===== config.mk =====
export PLATFORM = sky130hd
export DESIGN_NAME = updown_pwm_dt
export DESIGN_NICKNAME = d
export VERILOG_FILES = /design/src/rtl/pwm_dt_pkg.sv /design/src/rtl/pwm_dt_shadow.sv /design/src/rtl/pwm_dt_counter.sv /design/src/rtl/pwm_dt_out.sv /design/src/rtl/pwm_dt_match.sv /design/src/rtl/updown_pwm_dt.sv
export SDC_FILE = /design/constraint.sdc
export NUM_CORES = 1
export LEC_CHECK = 0
export CELL_PAD_IN_SITES_DETAIL_PLACEMENT = 0
export CELL_PAD_IN_SITES_GLOBAL_PLACEMENT = 2
export CORE_MARGIN = 10
export CORE_UTILIZATION = 30
export DETAILED_ROUTE_END_ITERATION = 10
export DONT_BUFFER_PORTS = 1
export HOLD_SLACK_MARGIN = 0.05
export MAX_ROUTING_LAYER = met4
export PLACE_DENSITY_LB_ADDON = 0.1
export SETUP_SLACK_MARGIN = 0.5
export SKIP_CTS_REPAIR_TIMING = 1
export SYNTH_ARGS = -nofsm -noshare
export SYNTH_HDL_FRONTEND = slang
export SYNTH_SLANG_ARGS = --single-unit

===== constraint.sdc =====
create_clock -name clk -period 6.4 [get_ports clk]
set_input_delay 1.28 -clock clk [delete_from_list [all_inputs] [get_ports clk]]
set_output_delay 1.28 -clock clk [all_outputs]
set_load 0.005 [all_outputs]

===== src/rtl/pwm_dt_pkg.sv =====
`timescale 1ns/1ps
package pwm_dt_pkg;
  typedef enum logic {
    OUT_TOGGLE_RESET = 1'b0,
    OUT_TOGGLE_SET   = 1'b1
  } out_mode_e;

  localparam int IDX_PERIOD = 0;
  localparam int IDX_CMP_A  = 1;
  localparam int IDX_CMP_B  = 2;
endpackage


===== src/rtl/pwm_dt_shadow.sv =====
`timescale 1ns/1ps
// Shadow registers plus working latches; all working latches load in one clock.
module pwm_dt_shadow #(
  parameter int W  = 16,
  parameter int N  = 3,
  parameter int AW = 2
) (
  input  logic                clk,
  input  logic                rst,
  input  logic                wr_en,
  input  logic [AW-1:0]       wr_addr,
  input  logic [W-1:0]        wr_data,
  input  logic                xfer,
  output logic [N-1:0][W-1:0] lat
);
  logic [N-1:0][W-1:0] shadow;

  always_ff @(posedge clk) begin
    if (rst) begin
      shadow <= '0;
      lat    <= '0;
    end else begin
      for (int i = 0; i < N; i++) begin
        if (wr_en && (wr_addr == AW'(i))) shadow[i] <= wr_data;
      end
      if (xfer) lat <= shadow;
    end
  end
endmodule


===== src/rtl/pwm_dt_counter.sv =====
`timescale 1ns/1ps
// Triangle counter: climbs to per, turns, falls to zero; halts at zero when per is zero.
module pwm_dt_counter #(
  parameter int W = 16
) (
  input  logic         clk,
  input  logic         rst,
  input  logic [W-1:0] per,
  output logic [W-1:0] cnt,
  output logic         dir_up
);
  localparam logic [W-1:0] ONE = W'(1);

  always_ff @(posedge clk) begin
    if (rst) begin
      cnt    <= '0;
      dir_up <= 1'b1;
    end else if (dir_up) begin
      if (cnt >= per) begin
        if (cnt != '0) begin
          cnt    <= cnt - ONE;
          dir_up <= 1'b0;
        end
      end else begin
        cnt <= cnt + ONE;
      end
    end else begin
      if (cnt == '0) begin
        dir_up <= 1'b1;
        if (per != '0) cnt <= ONE;
      end else begin
        cnt <= cnt - ONE;
      end
    end
  end
endmodule


===== src/rtl/pwm_dt_out.sv =====
`timescale 1ns/1ps
// One output unit: toggle on own compare, force on period match.
module pwm_dt_out #(
  parameter int                    W       = 16,
  parameter pwm_dt_pkg::out_mode_e MODE    = pwm_dt_pkg::OUT_TOGGLE_RESET,
  parameter logic                  RST_VAL = 1'b0
) (
  input  logic         clk,
  input  logic         rst,
  input  logic         run,
  input  logic [W-1:0] cnt,
  input  logic [W-1:0] cmp,
  input  logic [W-1:0] per,
  output logic         q
);
  localparam logic FORCE_VAL = (MODE == pwm_dt_pkg::OUT_TOGGLE_SET);

  always_ff @(posedge clk) begin
    if (rst) begin
      q <= RST_VAL;
    end else if (run) begin
      if (cnt == per)      q <= FORCE_VAL;
      else if (cnt == cmp) q <= ~q;
    end
  end
endmodule


===== src/rtl/pwm_dt_match.sv =====
`timescale 1ns/1ps
// Registered equality pulse per working latch.
module pwm_dt_match #(
  parameter int W = 16,
  parameter int N = 3
) (
  input  logic                clk,
  input  logic                rst,
  input  logic                run,
  input  logic [W-1:0]        cnt,
  input  logic [N-1:0][W-1:0] lat,
  output logic [N-1:0]        eq
);
  for (genvar i = 0; i < N; i++) begin : g_eq
    always_ff @(posedge clk) begin
      if (rst) eq[i] <= 1'b0;
      else     eq[i] <= run && (cnt == lat[i]);
    end
  end
endmodule


===== src/rtl/updown_pwm_dt.sv =====
`timescale 1ns/1ps
module updown_pwm_dt #(
  parameter int CNT_W   = 16,
  parameter int N_LATCH = 3,
  parameter int ADDR_W  = $clog2(N_LATCH + 1)
) (
  input  logic               clk,
  input  logic               rst,
  input  logic               wr_en,
  input  logic [ADDR_W-1:0]  wr_addr,
  input  logic [CNT_W-1:0]   wr_data,
  input  logic               load_en,
  input  logic               load_now,
  output logic [CNT_W-1:0]   count,
  output logic               pwm_a,
  output logic               pwm_b,
  output logic [N_LATCH-1:0] eq,
  output logic               zero_flag
);
  import pwm_dt_pkg::*;

  localparam logic [ADDR_W-1:0] CLR_ADDR = ADDR_W'(N_LATCH);

  logic [N_LATCH-1:0][CNT_W-1:0] lat;
  logic                          dir_up;
  logic                          run;
  logic                          at_zero;
  logic                          zero_evt;
  logic                          xfer;
  logic [1:0]                    pwm_q;

  assign run      = (lat[IDX_PERIOD] != '0);
  assign at_zero  = (count == '0);
  assign zero_evt = at_zero && !dir_up;
  assign xfer     = (load_en && at_zero) || load_now;

  pwm_dt_shadow #(.W(CNT_W), .N(N_LATCH), .AW(ADDR_W)) u_shadow (
    .clk(clk), .rst(rst), .wr_en(wr_en), .wr_addr(wr_addr),
    .wr_data(wr_data), .xfer(xfer), .lat(lat)
  );

  pwm_dt_counter #(.W(CNT_W)) u_cnt (
    .clk(clk), .rst(rst), .per(lat[IDX_PERIOD]), .cnt(count), .dir_up(dir_up)
  );

  for (genvar j = 0; j < 2; j++) begin : g_out
    pwm_dt_out #(
      .W(CNT_W),
      .MODE((j == 0) ? OUT_TOGGLE_RESET : OUT_TOGGLE_SET),
      .RST_VAL((j == 0) ? 1'b1 : 1'b0)
    ) u_out (
      .clk(clk), .rst(rst), .run(run), .cnt(count),
      .cmp(lat[IDX_CMP_A + j]), .per(lat[IDX_PERIOD]), .q(pwm_q[j])
    );
  end

  assign pwm_a = pwm_q[0];
  assign pwm_b = pwm_q[1];

  pwm_dt_match #(.W(CNT_W), .N(N_LATCH)) u_match (
    .clk(clk), .rst(rst), .run(run), .cnt(count), .lat(lat), .eq(eq)
  );

  always_ff @(posedge clk) begin
    if (rst)                                  zero_flag <= 1'b0;
    else if (zero_evt)                        zero_flag <= 1'b1;
    else if (wr_en && (wr_addr == CLR_ADDR))  zero_flag <= 1'b0;
  end
endmodule


=== After elaboration in Yosys (flattened, before gate mapping) ===
Index checks and enable logic that the tools add are counted.

* RAM bits: 0
* Input bits: 23
* Bits in registers: 119
* Bits in read-only memories: 0
* Bits in latches: 0
* Memories kept: 0
* Logic and storage cells: 63

* Add/sub/neg operators: 2
* Reduce and logical (&&, ||, !) cells: 21
* Divide/modulo/power cells: 0
* Muxes and demuxes: 15
* $mul: 0
* Magnitude comparators: 1
* Shifts and indexed selects: 0
* Equality and inequality tests: 8
* Bitwise gates (word level): 2

{| class="wikitable"
|+ Operator list
! cell !! count
|-
| $mux 16 || 5
|-
| $eq 16x16->1 || 3
|-
| $reduce_bool 16->1 || 2
|-
| $add 16x1->16 const B || 1
|-
| $ge 16x16->1 || 1
|-
| $logic_not 16->1 || 1
|-
| $sub 16x1->16 const B || 1
|-
| $mux 1 || 10
|-
| $logic_and 1x1->1 || 9
|-
| $reduce_and 2->1 || 3
|-
| $reduce_bool 2->1 || 3
|-
| $eq 2x2->1 const B || 2
|-
| $ne 3x1->1 const B || 1
|-
| $ne 3x3->1 const B || 1
|-
| $eq 2x1->1 const B || 1
|-
| $logic_not 2->1 || 1
|-
| $not 1->1 || 2
|-
| $logic_not 1->1 || 1
|-
| $logic_or 1x1->1 || 1
|}

=== Depth between registers and ports, before layout ===
* Word-level depth: 4
* Depth in mapped cells: 11
* Mapped depth without buffers: 8

=== Cells and area by module ===
A second synthesis with hierarchy kept.

* Cell total of the unflattened synthesis: 740
* Area, all modules: 7,018.0 um^2

{| class="wikitable"
|+ Modules (own cells, without submodules)
! module !! sequential area each (um^2) !! times used !! area an instance (um^2) !! cells an instance
|-
| pwm_dt_shadow || 1,921.8 || 1 || 3,709.8 || 331
|-
| pwm_dt_counter || 340.3 || 1 || 1,774.2 || 225
|-
| pwm_dt_match || 60.1 || 1 || 596.8 || 70
|-
| pwm_dt_out at g_out[0].u_out || 20.0 || 1 || 420.4 || 50
|-
| pwm_dt_out at g_out[1].u_out || 20.0 || 1 || 400.4 || 48
|-
| updown_pwm_dt || 20.0 || 1 || 116.4 || 16
|}

=== Worst setup path after synthesis ===
OpenSTA, ideal clock, no wires.

* Kind: register to register
* Start: reg u_cnt.cnt[1]
* End: reg u_cnt.cnt[11]
* Slack: 3,902 ps
* Arrival time: 2,375 ps
* Required time: 6,277 ps
* Path buffers: 1
* Clock period less this slack: 2,498 ps
* Stages on the path, launching flop included: 7
* Cell sequence: dfxtp_1 -> buf_4 -> or4_4 -> or4_4 -> or4_1 -> mux2i_1 -> mux2_1

* Word-level cells in the longest chain between the ends: 4
* Elaborated cells on any way between the ends: 12

{| class="wikitable"
|+ RTL lines
! what !! line !! RTL
|-
| from (decl) || pwm_dt_counter.sv:9 || <nowiki>output logic [W-1:0] cnt,</nowiki>
|-
| from (signal assigned) || pwm_dt_counter.sv:21 || <nowiki>cnt <= cnt - ONE;</nowiki>
|-
| from (signal assigned) || pwm_dt_counter.sv:25 || <nowiki>cnt <= cnt + ONE;</nowiki>
|-
| from (signal assigned) || pwm_dt_counter.sv:32 || <nowiki>cnt <= cnt - ONE;</nowiki>
|-
| $sub 16x1->16 || pwm_dt_counter.sv:21, pwm_dt_counter.sv:32 ||
|-
| $mux 16 || pwm_dt_counter.sv:20 || <nowiki>if (cnt != '0) begin</nowiki>
|-
| $mux 16 || pwm_dt_counter.sv:19 || <nowiki>if (cnt >= per) begin</nowiki>
|-
| $mux 16 || pwm_dt_counter.sv:18 || <nowiki>end else if (dir_up) begin</nowiki>
|}

Several ways; a longest one is shown, not always the timed one. The select of a mux whose other input is x is not followed.
A chain may end at the register's enable or synchronous reset.

=== Worst setup path in the final report ===
* Start: reg u_cnt.cnt[9]
* End: reg u_cnt.cnt[9]

Same word-level chain as after synthesis.

==> flow_summary_export.csv <==
group,metric,value,unit
sta,final-setup-viol-count,0,
finish,fin_cells,927,
sta,slew_headroom,35.8,%
logic_synthesis,syn_inst,714,
logic_synthesis,synth.distinct_cells,52,
detailed_routing,drt_wl_total,17.7,mm
logic_synthesis,synthTopCellsByArea,"dfxtp_1 (43%), nand2_1 (14%), a21oi_1 (9.6%), xnor2_1 (4.4%), ha_1 (4.3%)",
global_routing,grt_usage,15.1,%
finish,regArea,0.00238,mm²
setup_path,cpPeakStageDelay,0.69,ns
finish,drive_gt1_share,6.30,%
min_path,hp-class,"reg -> reg",
detailed_routing,avgRoutedWirePerCell,19.1,µm
sta,fmax,0.314,GHz
run,maxCapViolations,0,
logic_synthesis,yosysTopAreaCell,"dfxtp_1",
global_routing,grt_pass1_vias,4589,
setup_path,r2r_end,"u_cnt.cnt[9]",
detailed_routing,wl_met3,1.04,mm
min_path,whs_endpoint,"u_shadow.shadow[41]",
power,vdd_drop_max,0.000197,V
detailed_routing,wl_met2,7.98,mm
floorplanning,start_util,30.7,%
finish,final_cell_mix,"nand2_1 (205), dfxtp_1 (119), a21oi_1 (105)",
detailed_routing,ant_nets,0,
sta,worst_slew_pin_slew,0.963,ns
detailed_routing,num_vias,4705,
finish,syn_to_final_growth,12.3,%
clock_network,clockRootBuffer,"clkbuf_16",
logic_synthesis,async_reset_ff_share,0,%
setup_path,worst_setup_path_end_kind,"register",
sta,hold_viol,0,
min_path,holdCritStartpoint,"u_shadow.shadow[41]",
min_path,worstHoldPathCells,2,
logic_synthesis,ys.flop_type,"dfxtp_1",
floorplanning,die_h,156,µm
detailed_routing,top_layer,"met4",
setup_path,reg2reg_slack,3.22,ns
logic_synthesis,seq_area_frac_synth,42.9,%
clock_network,clkSlewWorstSetupHoldPaths,0.06,ns
floorplanning,die-area,0.0243,mm²
sta,min_period_over_period,49.7,%
setup_path,cp_num_buf_inv,0,
finish,final_common_cell,"nand2_1",
setup_path,critPathLaunchType,"register",
clock_network,cts_buffer_depth,2,
global_routing,grt_pass1_wl,27.4,mm
floorplanning,core.rowCount,49,
detailed_routing,drt_iter0_drc,293,
detailed_routing,wl_met1,8.49,mm
logic_synthesis,yosysWarnings,0,
setup_path,cpLargestDelayFamily,"compound AO/OA/AOI/OAI gates",
global_routing,antenna_found_initial,0,
clock_network,cts_tree,"built",
floorplanning,core_area,0.0181,mm²
clock_network,htreeDepth,4,
setup_path,critPathKind,"reg -> reg",
floorplanning,die_width,156,µm
placed_design,gp_congestion,0.814,
run_status,outcome,"finished, final reports clean",
global_routing,globalRouteOverflowTotal,0,
finish,final_nets,727,
setup_path,r2r_start,"u_cnt.cnt[9]",
setup_path,worstPathCellList,"ha_1 > a21o_1 > a221o_1 > a21oi_1 > and3_1 > mux2i_1 > mux2_1",
logic_synthesis,syn_avg_cell_area,7.78,µm²
detailed_routing,firstDrtPassIters,6,
clock_network,cts_made_buffers,17,
placed_design,numPortBuffers,0,
logic_synthesis,synth_nets,756,
logic_synthesis,synth-edff-count,0,
setup_path,cpMaxStageDelayCell,"and3_1",
sta,fin_setup_tns,0,ns
setup_path,required,6.70,ns
logic_synthesis,yosys.area.top_type_share,42.9,%
global_routing,grt_max_degree,122,
sta,holdWs,0.453,ns
finish,antennaDiodeCount,0,
sta,slew_violations,0,
detailed_routing,route.detailed.drc,0,
sta,skew,0.00798,ns
power,power_density,413,mW/mm²
clock_network,insertion_delay,0.42,ns
finish,fillers,1923,
setup_path,reg2reg_depth,7,
logic_synthesis,syn_area,0.00555,mm²
detailed_routing,drt-vias-per-instance,5.08,
floorplanning,io_pins,45,
setup_path,path_max_fanout,17,
logic_synthesis,ys_seq_elements,119,
sta,rsz0062_at_grt,"false",
placed_design,dp.cells,895,
placed_design,hpwlAfterDp,12.0,mm
power,leakagePower,2.15,nW
clock_network,cts_sinks,119,
sta,fin_crit,3.18,ns
finish,multiInputGateArea,0.00287,mm²
setup_path,crit_arrival,3.49,ns
cell type report:
class | count | share of cell area (%)
Clock buffer | 23 | 7.99
Multi-Input combinational cell | 522 | 46.0
Inverter | 21 | 1.26
Sequential cell | 119 | 38.2
Clock inverter | 9 | 1.46
Timing Repair Buffer | 4 | 0.482
Tap cell | 229 | 4.60
per-layer routing:
metal,track usage [%],vias to the layer above
met3,4.99,14
met4,4.86,0
met2,23.0,107
met1,18.6,2236
li1,-,2348
met5,-,-
worst min-delay path: stages, from the launching register on:
cell     delay (ns)
dfxtp_1        0.31
nand2_1        0.05
a21oi_1        0.05
power by group:
part           internal (mW)  switching [mW]
logic                  0.268           0.432
registers              0.798           0.133
clock network          0.587           0.359
through the flow:
step,instance area [µm²],worst slack (ns),power [mW],utilization [%]
2_1_floorplan,5550,3.90,1.46,-
3_3_place_gp,5650,3.21,1.65,31.2
3_5_place_dp,5650,3.19,1.66,31.2
4_1_cts,6230,3.18,2.61,34.5
5_1_grt,6230,2.97,2.73,34.5
6_report,6230,3.22,2.58,34.5
how the worst max path moves through the flow:
stage / startpoint / endpoint / cells after the start
finish: u_cnt.cnt[9] / u_cnt.cnt[9] / 7
global route: u_cnt.cnt[13] / u_cnt.cnt[9] / 7
CTS: u_cnt.cnt[13] / u_cnt.cnt[9] / 7
detailed placement: u_cnt.cnt[13] / u_cnt.cnt[9] / 7
global placement: u_cnt.cnt[13] / u_cnt.cnt[9] / 7
floorplan: u_cnt.cnt[1] / u_cnt.cnt[11] / 6
sequential cells by signal (all words and copies together), names as in the netlist:
name	cells
g_out.u_out.q	2
u_shadow.shadow	48
u_cnt.dir_up	1
u_cnt.cnt	16
u_match.eq	3
u_shadow.lat	48
zero_flag	1
synth_stat cells, types with 3 or more instances:
library cell,count
nor4_1,7
nand2_1,205
nor2_1,33
mux2i_1,4
nor2b_1,6
o21ai_0,9
a211oi_1,8
xor2_1,13
nor3_1,7
or4_1,4
mux2_1,3
inv_1,21
and3_1,4
dfxtp_1,119
ha_1,19
nand3_1,12
a311oi_1,4
and4_1,4
clkbuf_1,38
buf_2,8
xnor2_1,28
a221oi_1,3
nand4_1,12
buf_6,4
a21oi_1,106
logic make-up (layout without fill, tap and decap cells):
group,after synthesis,in the layout,synth area share (%)
AND/OR/NAND/NOR,310,310,24.5
multiplexers,8,8,1.53
XOR/XNOR,41,41,6.47
adder cells (fa/ha/maj),19,19,4.28
AO/OA/AOI/OAI,144,144,14.5
buffers and inverters,73,57,5.72
flip-flops,119,119,42.9
Power figures use the tool's default switching activity.
